## config.mk

```make
export PLATFORM = sky130hd
export DESIGN_NAME = uart_addr_rx
export DESIGN_NICKNAME = d
export VERILOG_FILES = /design/src/rtl/uart_rx_pkg.sv /design/src/rtl/uart_rx_frame.sv /design/src/rtl/uart_rx_fifo.sv /design/src/rtl/uart_addr_rx.sv
export SDC_FILE = /design/constraint.sdc
export NUM_CORES = 1
export LEC_CHECK = 0
export ABC_AREA = 1
export BUFFER_PORTS_ARGS = -buffer_cell sky130_fd_sc_hd__buf_2
export CAP_MARGIN = 10
export CORE_MARGIN = 2
export CORE_UTILIZATION = 60
export CTS_BUF_LIST = sky130_fd_sc_hd__clkbuf_8
export DETAILED_ROUTE_END_ITERATION = 6
export GPL_TIMING_DRIVEN = 0
export PLACE_DENSITY = 0.79
export SLEW_MARGIN = 20
export SYNTH_ARGS = -nofsm -noshare
export SYNTH_HDL_FRONTEND = slang
export SYNTH_SLANG_ARGS = --single-unit
```

## constraint.sdc

```tcl
create_clock -name clk -period 2 [get_ports clk]
set_input_delay 0.5 -clock clk [delete_from_list [all_inputs] [get_ports clk]]
set_output_delay 0.5 -clock clk [all_outputs]
set_load 0.02 [all_outputs]
```

## src/rtl/uart_rx_pkg.sv

```systemverilog
package uart_rx_pkg;
  parameter int DATA_W = 8;

  typedef struct packed {
    logic              ferr;
    logic              bit9;
    logic [DATA_W-1:0] data;
  } rx_entry_t;

  localparam int ENTRY_W = $bits(rx_entry_t);

  // Two-of-three vote on the samples taken around mid-bit
  function automatic logic maj3(input logic a, input logic b, input logic c);
    return (a & b) | (a & c) | (b & c);
  endfunction

  // Aligns the right-shifting register to {bit9, data}
  function automatic logic [DATA_W:0] align_frame(input logic [DATA_W:0] sh,
                                                  input logic nine);
    return nine ? sh : {1'b0, sh[DATA_W:1]};
  endfunction
endpackage

```

## src/rtl/uart_rx_frame.sv

```systemverilog
module uart_rx_frame
  import uart_rx_pkg::*;
#(
  parameter int OSR = 16
) (
  input  logic              clk,
  input  logic              rst_n,
  input  logic              active,
  input  logic              tick,
  input  logic              rx_s,
  input  logic              nine,
  output logic              done,
  output logic [DATA_W:0]   word,
  output logic              ferr
);
  localparam int CW = $clog2(OSR);
  localparam logic [CW-1:0] MID  = CW'(OSR/2 - 1);
  localparam logic [CW-1:0] MID1 = CW'(OSR/2);
  localparam logic [CW-1:0] MID2 = CW'(OSR/2 + 1);
  localparam logic [CW-1:0] LAST = CW'(OSR - 1);
  localparam int IW = $clog2(DATA_W + 2);

  typedef enum logic [1:0] {S_IDLE, S_START, S_BITS, S_STOP} fr_state_t;

  fr_state_t        st;
  logic [CW-1:0]    cnt;
  logic [IW-1:0]    idx;
  logic [DATA_W:0]  sh;
  logic             v0, v1, prev, done_q, ferr_q;
  logic [CW-1:0]    cnt_nxt;
  logic [IW-1:0]    last_idx;
  logic             vote;

  assign cnt_nxt  = (cnt == LAST) ? '0 : cnt + 1'b1;
  assign last_idx = nine ? IW'(DATA_W) : IW'(DATA_W - 1);
  assign vote     = maj3(v0, v1, rx_s);

  always_ff @(posedge clk or negedge rst_n) begin
    if (!rst_n) begin
      st <= S_IDLE; cnt <= '0; idx <= '0; sh <= '0;
      v0 <= 1'b1; v1 <= 1'b1; prev <= 1'b0; done_q <= 1'b0; ferr_q <= 1'b0;
    end else begin
      done_q <= 1'b0;
      if (!active) begin
        st <= S_IDLE; cnt <= '0; idx <= '0; prev <= 1'b0;
      end else if (tick) begin
        case (st)
          S_IDLE: begin
            prev <= rx_s;
            if (prev && !rx_s) begin
              st  <= S_START;
              cnt <= CW'(1);
            end
          end
          S_START: begin
            cnt <= cnt_nxt;
            if (cnt == MID && rx_s) begin
              st   <= S_IDLE;
              prev <= 1'b1;
            end else if (cnt == LAST) begin
              st  <= S_BITS;
              idx <= '0;
            end
          end
          S_BITS: begin
            cnt <= cnt_nxt;
            if (cnt == MID)  v0 <= rx_s;
            if (cnt == MID1) v1 <= rx_s;
            if (cnt == MID2) sh <= {vote, sh[DATA_W:1]};
            if (cnt == LAST) begin
              if (idx == last_idx) st <= S_STOP;
              else idx <= idx + 1'b1;
            end
          end
          default: begin
            cnt <= cnt_nxt;
            if (cnt == MID)  v0 <= rx_s;
            if (cnt == MID1) v1 <= rx_s;
            if (cnt == MID2) begin
              done_q <= 1'b1;
              ferr_q <= ~vote;
              prev   <= vote;
              st     <= S_IDLE;
            end
          end
        endcase
      end
    end
  end

  assign done = done_q;
  assign ferr = ferr_q;
  assign word = align_frame(sh, nine);
endmodule

```

## src/rtl/uart_rx_fifo.sv

```systemverilog
module uart_rx_fifo #(
  parameter int DEPTH = 2,
  parameter int W     = 10
) (
  input  logic                         clk,
  input  logic                         rst_n,
  input  logic                         push,
  input  logic [W-1:0]                 din,
  input  logic                         pop,
  output logic [W-1:0]                 dout,
  output logic [$clog2(DEPTH+1)-1:0]   count
);
  localparam int PW   = (DEPTH > 1) ? $clog2(DEPTH) : 1;
  localparam int CNTW = $clog2(DEPTH + 1);

  logic [W-1:0]  mem [DEPTH];
  logic [PW-1:0] wptr, rptr;
  logic          pop_eff;

  assign pop_eff = pop && (count != '0);

  function automatic logic [PW-1:0] ptr_inc(input logic [PW-1:0] p);
    return (p == PW'(DEPTH - 1)) ? '0 : p + 1'b1;
  endfunction

  always_ff @(posedge clk or negedge rst_n) begin
    if (!rst_n) begin
      wptr <= '0; rptr <= '0; count <= '0;
      for (int i = 0; i < DEPTH; i++) mem[i] <= '0;
    end else begin
      if (push) begin
        mem[wptr] <= din;
        wptr      <= ptr_inc(wptr);
      end
      if (pop_eff) rptr <= ptr_inc(rptr);
      count <= count + CNTW'(push) - CNTW'(pop_eff);
    end
  end

  assign dout = mem[rptr];
endmodule

```

## src/rtl/uart_addr_rx.sv

```systemverilog
module uart_addr_rx
  import uart_rx_pkg::*;
#(
  parameter int OSR        = 16,
  parameter int FIFO_DEPTH = 2
) (
  input  logic              clk,
  input  logic              rst_n,
  input  logic              tick16,
  input  logic              rx_in,
  input  logic              rx_enable,
  input  logic              nine_bit_en,
  input  logic              addr_filter_en,
  input  logic              irq_en,
  input  logic              rd_pop,
  output logic [DATA_W-1:0] rd_data,
  output logic              rd_bit9,
  output logic              rd_ferr,
  output logic              rx_avail,
  output logic              overrun,
  output logic              irq
);
  localparam int CNTW = $clog2(FIFO_DEPTH + 1);

  logic [1:0]       sync_q;
  logic             rx_s;
  logic             rx_active;
  logic             frame_done, frame_ferr;
  logic [DATA_W:0]  frame_word;
  logic             keep_frame, fifo_full, pop_ok, push_ok, ovr_evt;
  logic [CNTW-1:0]  fifo_cnt;
  rx_entry_t        new_entry, head;

  always_ff @(posedge clk or negedge rst_n) begin
    if (!rst_n) sync_q <= 2'b11;
    else        sync_q <= {sync_q[0], rx_in};
  end
  assign rx_s      = sync_q[1];
  assign rx_active = rx_enable && !overrun;

  uart_rx_frame #(.OSR(OSR)) i_frame (
    .clk   (clk),
    .rst_n (rst_n),
    .active(rx_active),
    .tick  (tick16),
    .rx_s  (rx_s),
    .nine  (nine_bit_en),
    .done  (frame_done),
    .word  (frame_word),
    .ferr  (frame_ferr)
  );

  assign keep_frame = !(addr_filter_en && nine_bit_en && !frame_word[DATA_W]);
  assign fifo_full  = (fifo_cnt == CNTW'(FIFO_DEPTH));
  assign pop_ok     = rd_pop && (fifo_cnt != '0);
  assign push_ok    = frame_done && keep_frame && !overrun && (!fifo_full || pop_ok);
  assign ovr_evt    = frame_done && keep_frame && !overrun && fifo_full && !pop_ok;

  assign new_entry = '{ferr: frame_ferr, bit9: frame_word[DATA_W],
                       data: frame_word[DATA_W-1:0]};

  uart_rx_fifo #(.DEPTH(FIFO_DEPTH), .W(ENTRY_W)) i_fifo (
    .clk  (clk),
    .rst_n(rst_n),
    .push (push_ok),
    .din  (new_entry),
    .pop  (rd_pop),
    .dout (head),
    .count(fifo_cnt)
  );

  always_ff @(posedge clk or negedge rst_n) begin
    if (!rst_n)          overrun <= 1'b0;
    else if (!rx_enable) overrun <= 1'b0;
    else if (ovr_evt)    overrun <= 1'b1;
  end

  assign rd_data  = head.data;
  assign rd_bit9  = head.bit9;
  assign rd_ferr  = head.ferr;
  assign rx_avail = (fifo_cnt != '0);
  assign irq      = rx_avail && irq_en;
endmodule

```

==> summary.txt, run 1 <==
Status
  – Status: completed

Cells and area
  – Antenna diode count: 0
  – Post-layout net count: 384
  – Fraction of layout cells with a size suffix above 1: 21.1%
  – # fillers: 377
  – P&R area growth vs syn: 9.59%
  – Core Util, Final: 69.2%

Clock tree
  – Num CTS Buffers: 5
  – CTS tree: yes
  – Deepest clock path buffer count: 2
  – CTS Root Cell: clkbuf_8
  – Worst-Skew Late Latency: 0.29 ns
  – CTS Hold Bufs: 0
  – Clk slew on worst S/H paths: 0.09 ns
  – Num Clock Sinks: 51
  – CTS H-tree depth: 2

STA
  – Tcrit/Tclk final: 93.9%
  – Clock skew: 0.00459 ns
  – Final hold violations: 0
  – Setup TNS: 0 ns
  – Final min period: 1.88 ns
  – Setup violators final: 0
  – RSZ-0062 raised after global routing: false
  – Max Slew Vio Count: 0
  – Max Clock Freq: 533 MHz
  – Tightest slew margin relative to the limit: 57.9%
  – Slew @ Worst Pin: 0.632 ns

Global routing
  – Total Routing Usage GR: 21.7%
  – Total gr overflow: 0
  – Largest net degree at the start of global routing: 52
  – First-pass GRT wire length: 9020 um
  – Vias in the first global route: 2035
  – Initial antenna violation count: 0

Yosys
  – Avg Cell Area, Syn: 8.28 um^2
  – Ys Warns: 0
  – Post-Synthesis Cells: 339
  – Unique masters post-synth: 32
  – FF+latch count, synth: 51
  – Syn nets: 358
  – Seq/Total Area, Yosys: 45.7%
  – Syn Std Cell Area: 2810 um^2

Detailed routing
  – Wire per inst: 12.3 um
  – Post-route DRC: 0
  – Post-DR vias/cell: 5.18
  – First-iteration detailed-routing DRC count: 130
  – Final wirelength: 5120 um
  – Vias: 2160
  – Pre-Repair DR Iteration Count: 4
  – Post-route ant nets: 0

Floorplanning
  – # IOs: 22
  – Die W: 72.4 um
  – Core area: 4440 um^2
  – Starting Density: 63.1%
  – Die ar.: 5240 um^2
  – Die height: 72.4 um
  – Cell Rows: 24

Job
  – Max Cap Violations: 0

Worst hold path
  – Hold WC Path Type: in2async

Setup path
  – Worst EP arrival: 1.38 ns
  – Worst Setup End Kind: primary output
  – Critical Path RT: 1.50 ns
  – Kind of critical path: reg2out
  – Slowest cell delay on critical path: 0.46 ns
  – Worst setup SP type: register
  – Crit-path slowest cell: dfrtp_2
  – CP max FO: 10
  – CP Cell Sequence: clkbuf_2, nand2_1, o21ai_0, buf_2

Placed design
  – RD Place Congestion: 0.940
  – HPWL Detailed: 3900 um
  – Port Buffers: 20

Power
  – Total power: 2.85 mW
  – P_int: 1.81 mW
  – Gate power share: 33.7%
  – Clk pwr share: 23.6%
  – PwrDens: 928 nW/um^2
  – VDD IR-drop max: 0.664 mV
  – Switch Pwr: 1.04 mW
  – LEAKAGE: 1.56 nW
  – Sw Ratio: 36.6%
  – Seq pwr share: 42.7%
[critical path, delay by kind of cell, from the launching register on]
family / cells / cell delay (ns)
AO/OA/AOI/OAI: 1 / 0.08
buffers and inverters: 2 / 0.46
flip-flops: 1 / 0.46
AND/OR/NAND/NOR: 1 / 0.07
[placed cells by master (no fill, tap or decap), types with 2 or more instances in the layout]
| master | instances |
|---|---|
| nand2_1 | 77 |
| inv_1 | 50 |
| dfrtp_1 | 46 |
| o21ai_0 | 32 |
| nor2_1 | 30 |
| buf_2 | 20 |
| nand3_1 | 16 |
| a21oi_2 | 16 |
| ha_1 | 10 |
| a21oi_1 | 8 |
| buf_6 | 6 |
| o21ai_1 | 6 |
| clkbuf_8 | 5 |
| inv_2 | 4 |
| dfstp_2 | 4 |
| nand2_2 | 3 |
| xor2_1 | 3 |
| nor2_4 | 3 |
| nand4_1 | 3 |
| nand3_2 | 3 |
| nand2_4 | 2 |
| xnor2_1 | 2 |
| nor2_2 | 2 |
| o21ai_2 | 2 |
[area by class of cell]
class | count | area, um^2 | share of cell area, %
buffer | 8 | 77.6 | 2.52
clock buffer | 5 | 68.8 | 2.24
clock inverter | 2 | 33.8 | 1.10
inverter | 53 | 199 | 6.47
multi-input combinational | 226 | 1250 | 40.5
sequential | 51 | 1280 | 41.7
tap | 52 | 65.1 | 2.12
timing repair buffer | 20 | 103 | 3.34
[layer usage]
layer | vias to the layer above | track usage [%] | routed length (um)
met3 | 4 | 4.17 | 143
met5 | - | 0 | 0
met2 | 31 | 37.5 | 2560
met1 | 1009 | 28.3 | 2380
met4 | 0 | 4.94 | 40
li1 | 1116 | - | -
[stage by stage]
| step | cells | instance area (um^2) | hold WS [ns] | setup slack (ns) |
|---|---|---|---|---|
| 2_1_floorplan | 339 | 2810 | 0.204 | 0.198 |
| 3_3_place_gp | 411 | 2970 | 0.346 | 0.0915 |
| 3_5_place_dp | 411 | 2970 | 0.348 | 0.0684 |
| 4_1_cts | 417 | 3070 | 0.243 | 0.0280 |
| 5_1_grt | 417 | 3080 | 0.271 | 0.0227 |
| 6_report | 417 | 3080 | 0.218 | 0.122 |
[cells in the mapped netlist (all sizes together)]
cell | n | area, um^2
nand2 | 82 | 330
inv | 53 | 199
dfrtp | 47 | 1180
o21ai | 40 | 208
nor2 | 35 | 159
a21oi | 24 | 180
nand3 | 19 | 110
ha | 10 | 125
buf | 7 | 72.6
dfstp | 4 | 105
nand4 | 3 | 18.8
xor2 | 3 | 26.3
a31oi | 2 | 27.5
clkbuf | 2 | 7.51
or2 | 2 | 12.5
xnor2 | 2 | 17.5
nor3 | 1 | 10.0
o21a | 1 | 7.51
o21bai | 1 | 7.51
o22ai | 1 | 6.26
[path summary, 6_finish.rpt]
path,startpoint,endpoint,slack [ns],cells after the start
hold / removal,rst_n,i_fifo.mem[11]$_DFFE_PN0P_,0.22,1
setup reg to reg,overrun$_DFFE_PN0P_,i_fifo.count[1]$_DFF_PN0_,0.17,9
min in group clk,rx_in,sync_q[0]$_DFF_PN1_,0.30,1
hold reg to reg,sync_q[0]$_DFF_PN1_,sync_q[1]$_DFF_PN1_,0.36,0
max in group asynchronous,rst_n,i_fifo.rptr$_DFFE_PN0P_,1.34,1
setup / recovery,i_fifo.rptr$_DFFE_PN0P_,rd_data[7],0.12,4
[cells by family after synthesis]
| family | share of synthesized area, % |
|---|---|
| XOR/XNOR | 1.56 |
| AO/OA/AOI/OAI | 15.6 |
| flip-flops | 45.7 |
| AND/OR/NAND/NOR | 22.8 |
| adder cells (fa/ha/maj) | 4.46 |
| buffers and inverters | 9.94 |
[repair_timing]
action	CTS	global route
endpoints found under the setup margin	10	8
setup buffers	0	0
gates resized for setup	1	1
gates cloned	0	0
[power groups by stage]
stage,sequential [mW],combinational (mW),clock (mW)
after floorplan,1.20,0.733,0
after global placement,1.21,0.975,0
after detailed placement,1.21,0.997,0
after CTS,1.22,0.971,0.697
after global routing,1.24,1.09,0.741
final,1.22,0.963,0.673
[state kept, by name (all words and copies together), names as in the netlist]
| register | flops |
|---|---|
| i_fifo.count | 2 |
| i_fifo.mem | 20 |
| i_fifo.rptr | 1 |
| i_fifo.wptr | 1 |
| i_frame.cnt | 4 |
| i_frame.done | 1 |
| i_frame.ferr | 1 |
| i_frame.idx | 4 |
| i_frame.prev | 1 |
| i_frame.sh | 9 |
| i_frame.st | 2 |
| i_frame.v0 | 1 |
| i_frame.v1 | 1 |
| overrun | 1 |
| sync_q | 2 |
No activity file was read; power rests on OpenSTA's default activity.
==> inputs of run 2 (changes only) <==
SYNTH_HIERARCHICAL = 1   (was unset)
clock period = 2.4 ns   (was 2 ns; I/O delays follow)
==> run 2 against run 1 <==
  * Power is 24% lower
  * Clock skew is 0.0042 ns higher
  * Sequential cell count stayed put
  * Non-clock buffer count is 4 higher
  * Sequential share of layout area is 0.60 points higher
  * First-iteration DRC count is 21% lower
  * Critical path depth is 9 higher
  * Core utilization is 0.58 points lower
  * Setup slack better by 0.18 ns
==> summary.txt, run 2 <==
Detailed routing
  – Final wirelength: 5100 um (-0.41%)
  – Post-route ant nets: 0 (unchanged)
  – Post-route DRC: 0 (unchanged)
  – First-iteration detailed-routing DRC count: 103 (-21%)
  – Wire per inst: 11.7 um (-4.8%)
  – Vias: 2248 (+4.1%)
  – Post-DR vias/cell: 5.16 (-0.46%)
  – Pre-Repair DR Iteration Count: 4 (unchanged)

Floorplanning
  – Core area: 4410 um^2 (-0.68%)
  – Die height: 71.9 um (-0.64%)
  – Die W: 71.9 um (-0.64%)
  – # IOs: 22 (unchanged)
  – Die ar.: 5170 um^2 (-1.3%)
  – Starting Density: 62.7% (-0.42 points)
  – Cell Rows: 24 (unchanged)

STA
  – Max Clock Freq: 478 MHz
  – Tcrit/Tclk final: 87.2%
  – Clock skew: 0.00881 ns (+0.00422 ns)
  – RSZ-0062 raised after global routing: false
  – Setup violators final: 0 (unchanged)
  – Setup WS post-layout: 0.306 ns (+0.184 ns)
  – Slew @ Worst Pin: 0.619 ns (-0.0128 ns)
  – Tightest slew margin relative to the limit: 58.7% (+0.85 points)
  – Final min period: 2.09 ns
  – Final hold violations: 0 (unchanged)
  – Max Slew Vio Count: 0 (unchanged)

Power
  – PwrDens: 719 nW/um^2 (-23%)
  – Sw Ratio: 36.7% (+0.16 points)
  – Seq pwr share: 46.1% (+3.4 points)
  – VDD IR-drop max: 0.437 mV (-34%)
  – Clk pwr share: 22.2% (-1.4 points)
  – Switch Pwr: 0.799 mW (-23%)
  – Total power: 2.18 mW (-24%)
  – LEAKAGE: 1.64 nW (+5.0%)
  – P_int: 1.38 mW (-24%)
  – Gate power share: 31.7% (-2.0 points)

Clock tree
  – CTS H-tree depth: 2 (unchanged)
  – CTS Hold Bufs: 0 (unchanged)
  – Worst-Skew Late Latency: 0.31 ns (+0.02 ns)
  – Deepest clock path buffer count: 2 (unchanged)
  – Num CTS Buffers: 5 (unchanged)
  – Post-CTS sizing: 0 (-1)
  – CTS tree: yes
  – Num Clock Sinks: 51 (unchanged)
  – Post-CTS Repair Setup Buffers: 0 (unchanged)
  – CTS Root Cell: clkbuf_8
  – Clk slew on worst S/H paths: 0.09 ns (about the same)

Yosys
  – Syn nets: 374 (+4.5%)
  – Unique masters post-synth: 30 (-6.3%)
  – Asr flop ratio synth: 100% (unchanged)
  – Leading area contributor after synthesis: dfrtp_1
  – Post-Synthesis Cells: 355 (+4.7%)
  – FF+latch count, synth: 51 (unchanged)
  – Avg Cell Area, Syn: 7.80 um^2 (-5.8%)
  – Count of flip-flops with a built-in enable after synthesis: 0 (unchanged)
  – Syn Std Cell Area: 2770 um^2 (-1.3%)
  – Synth top area share: 42.5% (+0.57 points)
  – Seq/Total Area, Yosys: 46.3% (+0.62 points)
  – Ys flop type: dfrtp_1
  – Top post-synthesis cells by count: nand2_1 (121), inv_1 (49), dfrtp_1 (47)
  – Most common cell in the synthesized netlist: nand2_1
  – Ys Warns: 6 (+6)
  – Top cells by area, synth: dfrtp_1 (42%), nand2_1 (16%), inv_1 (6.6%)

Setup path
  – Worst EP arrival: 2.30 ns (+0.92 ns)
  – Worst R2R Path Depth: 10 (+1)
  – Worst setup SP type: input port
  – R2R Path End: i_frame/st[1]$_DFFE_PN0P_
  – Worst Setup End Kind: register
  – Crit path to: i_fifo/mem[7]$_DFFE_PN0P_
  – Critical Path RT: 2.60 ns (+1.10 ns)
  – Worst setup path start: nine_bit_en
  – CP max FO: 10 (unchanged)
  – Flop-to-flop setup slack: 0.68 ns (+0.51 ns)
  – Reg2reg start: i_frame/st[1]$_DFFE_PN0P_
  – Kind of critical path: in2reg

Cells and area
  – Post-layout net count: 402 (+4.7%)
  – Fraction of layout cells with a size suffix above 1: 16.4% (-4.7 points)
  – Largest Register: i_fifo/mem
  – Regs by FF count: i_fifo/mem (20), i_frame/sh (9)
  – Most common cell after layout, fill and taps aside: nand2_1
  – Antenna diode count: 0 (unchanged)
  – Most frequent cells in the layout: nand2_1 (121), inv_1 (49), dfrtp_1 (47)
  – Final std cells w/o fill: 436 (+4.6%)
  – P&R area growth vs syn: 9.40%
  – Largest register FFs: 20 (unchanged)

Job
  – Max Cap Violations: 0 (unchanged)

Placed design
  – RD Place Congestion: 0.888 (-5.5%)
  – Dpl ws: -0.0137 ns (-0.0821 ns)
  – Placed Instances: 428 (+4.1%)
  – HPWL Detailed: 3730 um (-4.2%)
  – Port Buffers: 21 (+5.0%)

Global routing
  – Total Routing Usage GR: 22.5% (+0.82 points)
  – Vias in the first global route: 2236 (+9.9%)
  – First-pass GRT wire length: 9110 um (+1.1%)
  – Largest net degree at the start of global routing: 52 (unchanged)
  – Initial antenna violation count: 0 (unchanged)
  – Total gr overflow: 0 (unchanged)

Worst hold path
  – Hold WC Path Type: in2async

Status
  – Status: completed
run 2: cell types whose count changed after synthesis, sizes merged, moves of 3 or more:
cell	previous run	this run
nor2	35	20
nand3	19	23
o21ai	40	47
nand2	82	124
nand4	3	0
a21oi	24	6
inv	53	50
buf	7	10
run 2: cell families after synthesis:
| family | share of synthesized area, % |
|---|---|
| simple gates | 26.6 |
| buf+inv | 9.81 |
| compound gates | 11.8 |
| flops | 46.3 |
| fa+ha+maj | 4.52 |
| xor+xnor | 0.949 |
run 2: layer usage:
layer / GRT usage, % / part of all wire (%)
met2: 42.4 / 50
met1: 25.4 / 45
met5: 0 / 0
met3: 4.03 / 3.1
met4: 7.97 / 1.4
run 2: area by class of cell:
type / count / area [um^2]
sequential: 51 / 1280
clock inverter: 3 / 18.8
fill: 356 / 1390
timing repair buffer: 21 / 108
inverter: 50 / 188
buffer: 11 / 83.8
multi-input combinational: 243 / 1220
tap: 52 / 65.1
clock buffer: 5 / 68.8
run 2: how the worst min path moves through the flow:
stage / to / slack, ns / cells after the start
after detailed placement: sync_q[1]$_DFF_PN1_ / 0.35 / 0
after floorplan: i_fifo/count[0]$_DFF_PN0_ / 0.30 / 0
final: i_fifo/count[1]$_DFF_PN0_ / 0.30 / 1
after global routing: i_fifo/count[1]$_DFF_PN0_ / 0.37 / 1
after global placement: sync_q[1]$_DFF_PN1_ / 0.35 / 0
after CTS: sync_q[1]$_DFF_PN1_ / 0.36 / 0
run 2: power by group through the flow:
stage               clock network (mW)  registers (mW)  logic, mW
detailed placement                   0            1.02      0.692
floorplan                            0            1.00      0.533
finish                           0.483            1.00      0.690
CTS                              0.506            1.01      0.694
global placement                     0            1.02      0.673
global route                     0.531            1.02      0.793
run 2: stage by stage:
stage	hold slack, ns	cell area (um^2)	utilization, %	TNS (ns)
6_report	0.299	3030	68.6	0
5_1_grt	0.370	3030	68.6	0
4_1_cts	0.362	3030	68.6	0
3_5_place_dp	0.348	2940	66.6	-0.0835
3_3_place_gp	0.348	2940	66.6	-0.471
2_1_floorplan	0.304	2770	-	0
run 2: worst max-delay path, stage by stage:
cell,delay (ns)
buf_2,0.11
buf_2,0.19
clkbuf_1,0.34
nand2_1,0.09
inv_1,0.08
inv_1,0.04
nand3_1,0.08
nand2_1,0.06
nor2_1,0.24
nand2_1,0.13
buf_4,0.20
nand2_1,0.08
o21ai_1,0.06
==> inputs of run 3 (changes only) <==
SYNTH_HIERARCHICAL = unset   (was 1)
==> run 3 against run 2 <==
  * Power grew 9.4%
  * Clock power grew 16%
  * Non-clock buffer count shrank 3
  * Combinational power grew 20%
  * Final cell count shrank 4.1%
  * Via count shrank 3.7%
  * Highest routed layer unchanged
  * Hold slack gained 0.020 ns
  * Register-to-register slack lost 0.11 ns
  * Sequential share of layout area shrank 0.67 points
  * Largest power group unchanged
  * Clock skew shrank 0.0034 ns
  * Setup slack lost 0.096 ns
==> summary.txt, run 3 (synthesis results as in run 1) <==
Placed design
  – Placed Instance Area: 2970 um^2 (+1.2%)
  – Dpl ws: 0.368 ns (+0.382 ns)
  – RD Place Congestion: 0.940 (+5.9%)
  – Port Buffers: 20 (-4.8%)
  – HPWL Detailed: 3900 um (+4.4%)

Floorplanning
  – Die height: 72.4 um (+0.64%)
  – Starting Density: 63.1% (+0.42 points)
  – Core area: 4440 um^2 (+0.68%)
  – Die ar.: 5240 um^2 (+1.3%)
  – Die W: 72.4 um (+0.64%)
  – # IOs: 22 (unchanged)
  – Cell Rows: 24 (unchanged)

Job
  – Max Cap Violations: 0 (unchanged)

Detailed routing
  – Post-route ant nets: 0 (unchanged)
  – Final wirelength: 5110 um (+0.35%)
  – First-iteration detailed-routing DRC count: 107 (+3.9%)
  – Post-route DRC: 0 (unchanged)
  – Pre-Repair DR Iteration Count: 4 (unchanged)
  – Wire per inst: 12.2 um (+4.7%)
  – Post-DR vias/cell: 5.18 (+0.41%)
  – Vias: 2164 (-3.7%)

Cells and area
  – Post-layout net count: 385 (-4.2%)
  – P&R area growth vs syn: 9.67%
  – Most common cell after layout, fill and taps aside: nand2_1
  – Regs by FF count: i_fifo.mem (20), i_frame.sh (9)
  – Largest register FFs: 20 (unchanged)
  – Largest Register: i_fifo.mem
  – Post-route cell area: 3080 um^2 (+1.6%)
  – Most frequent cells in the layout: nand2_1 (77), inv_1 (50), dfrtp_1 (47)
  – Fraction of layout cells with a size suffix above 1: 20.8% (+4.4 points)
  – Antenna diode count: 0 (unchanged)

Clock tree
  – Post-CTS Repair Setup Buffers: 0 (unchanged)
  – Worst-Skew Late Latency: 0.29 ns (-0.02 ns)
  – Num CTS Buffers: 5 (unchanged)
  – CTS Root Cell: clkbuf_8
  – Deepest clock path buffer count: 2 (unchanged)
  – Clk slew on worst S/H paths: 0.09 ns (about the same)
  – CTS tree: yes
  – Num Clock Sinks: 51 (unchanged)
  – CTS H-tree depth: 2 (unchanged)

STA
  – Min Hold Slack: 0.319 ns (+0.0203 ns)
  – Setup TNS: 0 ns (unchanged)
  – Tightest slew margin relative to the limit: 57.8% (-0.97 points)
  – Final hold violations: 0 (unchanged)
  – RSZ-0062 raised after global routing: false
  – Slew @ Worst Pin: 0.633 ns (+0.0145 ns)
  – Tcrit/Tclk final: 91.2% (+4.0 points)
  – Final min period: 2.19 ns (+0.0957 ns)
  – Clock skew: 0.00542 ns (-0.00339 ns)
  – Max Clock Freq: 457 MHz (-4.4%)
  – Setup WS post-layout: 0.211 ns (-0.0957 ns)
  – Setup violators final: 0 (unchanged)
  – Max Slew Vio Count: 0 (unchanged)

Power
  – LEAKAGE: 1.56 nW (-4.6%)
  – VDD IR-drop max: 0.553 mV (+27%)
  – PwrDens: 774 nW/um^2 (+7.6%)

Global routing
  – Total gr overflow: 0 (unchanged)
  – Total Routing Usage GR: 21.7% (-0.76 points)
  – First-pass GRT wire length: 9050 um (-0.76%)
  – Vias in the first global route: 2047 (-8.5%)
  – Initial antenna violation count: 0 (unchanged)
  – Largest net degree at the start of global routing: 52 (unchanged)

Setup path
  – Worst setup SP type: register
  – Worst EP arrival: 1.59 ns (-0.71 ns)
  – Worst Setup End Kind: primary output
  – Critical Path RT: 1.80 ns (-0.80 ns)
  – Kind of critical path: reg2out
  – CP max FO: 10 (unchanged)

Status
  – Status: completed

Worst hold path
  – Hold WC Path Type: in2async
==> run 3: cell types whose count changed in the layout (fill, tap and decap cells not counted), sizes merged, moves of 3 or more <==
cell	previous run	this run
inv	51	54
nand2	124	82
buf	31	27
nand4	0	3
o21ai	47	40
a21oi	6	24
nand3	23	19
nor2	20	35
==> run 3: cell type report <==
| cell class | instances | area [um^2] |
|---|---|---|
| buffer | 9 | 81.3 |
| clock buffer | 5 | 68.8 |
| clock inverter | 2 | 33.8 |
| fill | 375 | 1370 |
| inverter | 53 | 199 |
| multi-input combinational | 226 | 1250 |
| sequential | 51 | 1280 |
| tap | 52 | 65.1 |
| timing repair buffer | 20 | 103 |
==> run 3: final timing paths <==
| path | start | to | slack (ns) | depth (start not counted) |
|---|---|---|---|---|
| max | i_fifo.rptr$_DFFE_PN0P_ | rd_data[7] | 0.21 | 5 |
| min | rst_n | i_fifo.mem[12]$_DFFE_PN0P_ | 0.32 | 1 |
| max reg2reg | overrun$_DFFE_PN0P_ | i_fifo.count[1]$_DFF_PN0_ | 0.57 | 9 |
| min reg2reg | sync_q[0]$_DFF_PN1_ | sync_q[1]$_DFF_PN1_ | 0.36 | 0 |
| max in group asynchronous | rst_n | i_fifo.mem[5]$_DFFE_PN0P_ | 1.66 | 1 |
| min in group clk | sync_q[0]$_DFF_PN1_ | sync_q[1]$_DFF_PN1_ | 0.36 | 0 |
==> run 3: metrics by stage <==
step | power, mW | std cells | util [%]
finish | 2.38 | 418 | 69.3
global route | 2.56 | 418 | 69.3
CTS | 2.41 | 418 | 69.2
detailed placement | 1.84 | 411 | 66.9
global placement | 1.82 | 411 | 66.9
floorplan | 1.61 | 339 | -
==> run 3: per-layer routing <==
layer / GRT usage (%) / part of all wire (%) / vias up
met2: 37.5 / 50 / 26
met1: 28.5 / 46 / 1014
met3: 4.17 / 2.4 / 4
met4: 4.94 / 0.78 / 0
met5: 0 / 0 / -
li1: - / - / 1120
==> run 3: critical path, stage by stage, from the launching register on <==
cell,delay [ns]
dfrtp_1,0.33
clkbuf_1,0.30
clkbuf_2,0.31
nand2_1,0.07
o21ai_0,0.08
buf_2,0.20
==> run 3: timing repair <==
action	CTS	global route
setup endpoints to repair	0	10
resized for setup	0	2
hold buffers	0	0
==> run 3: power breakdown <==
group / internal, mW / switching, mW / leakage [nW]
clock: 0.301 / 0.260 / 0.0554
combinational: 0.276 / 0.551 / 0.948
sequential: 0.933 / 0.0607 / 0.561
total: 1.51 / 0.871 / 1.56
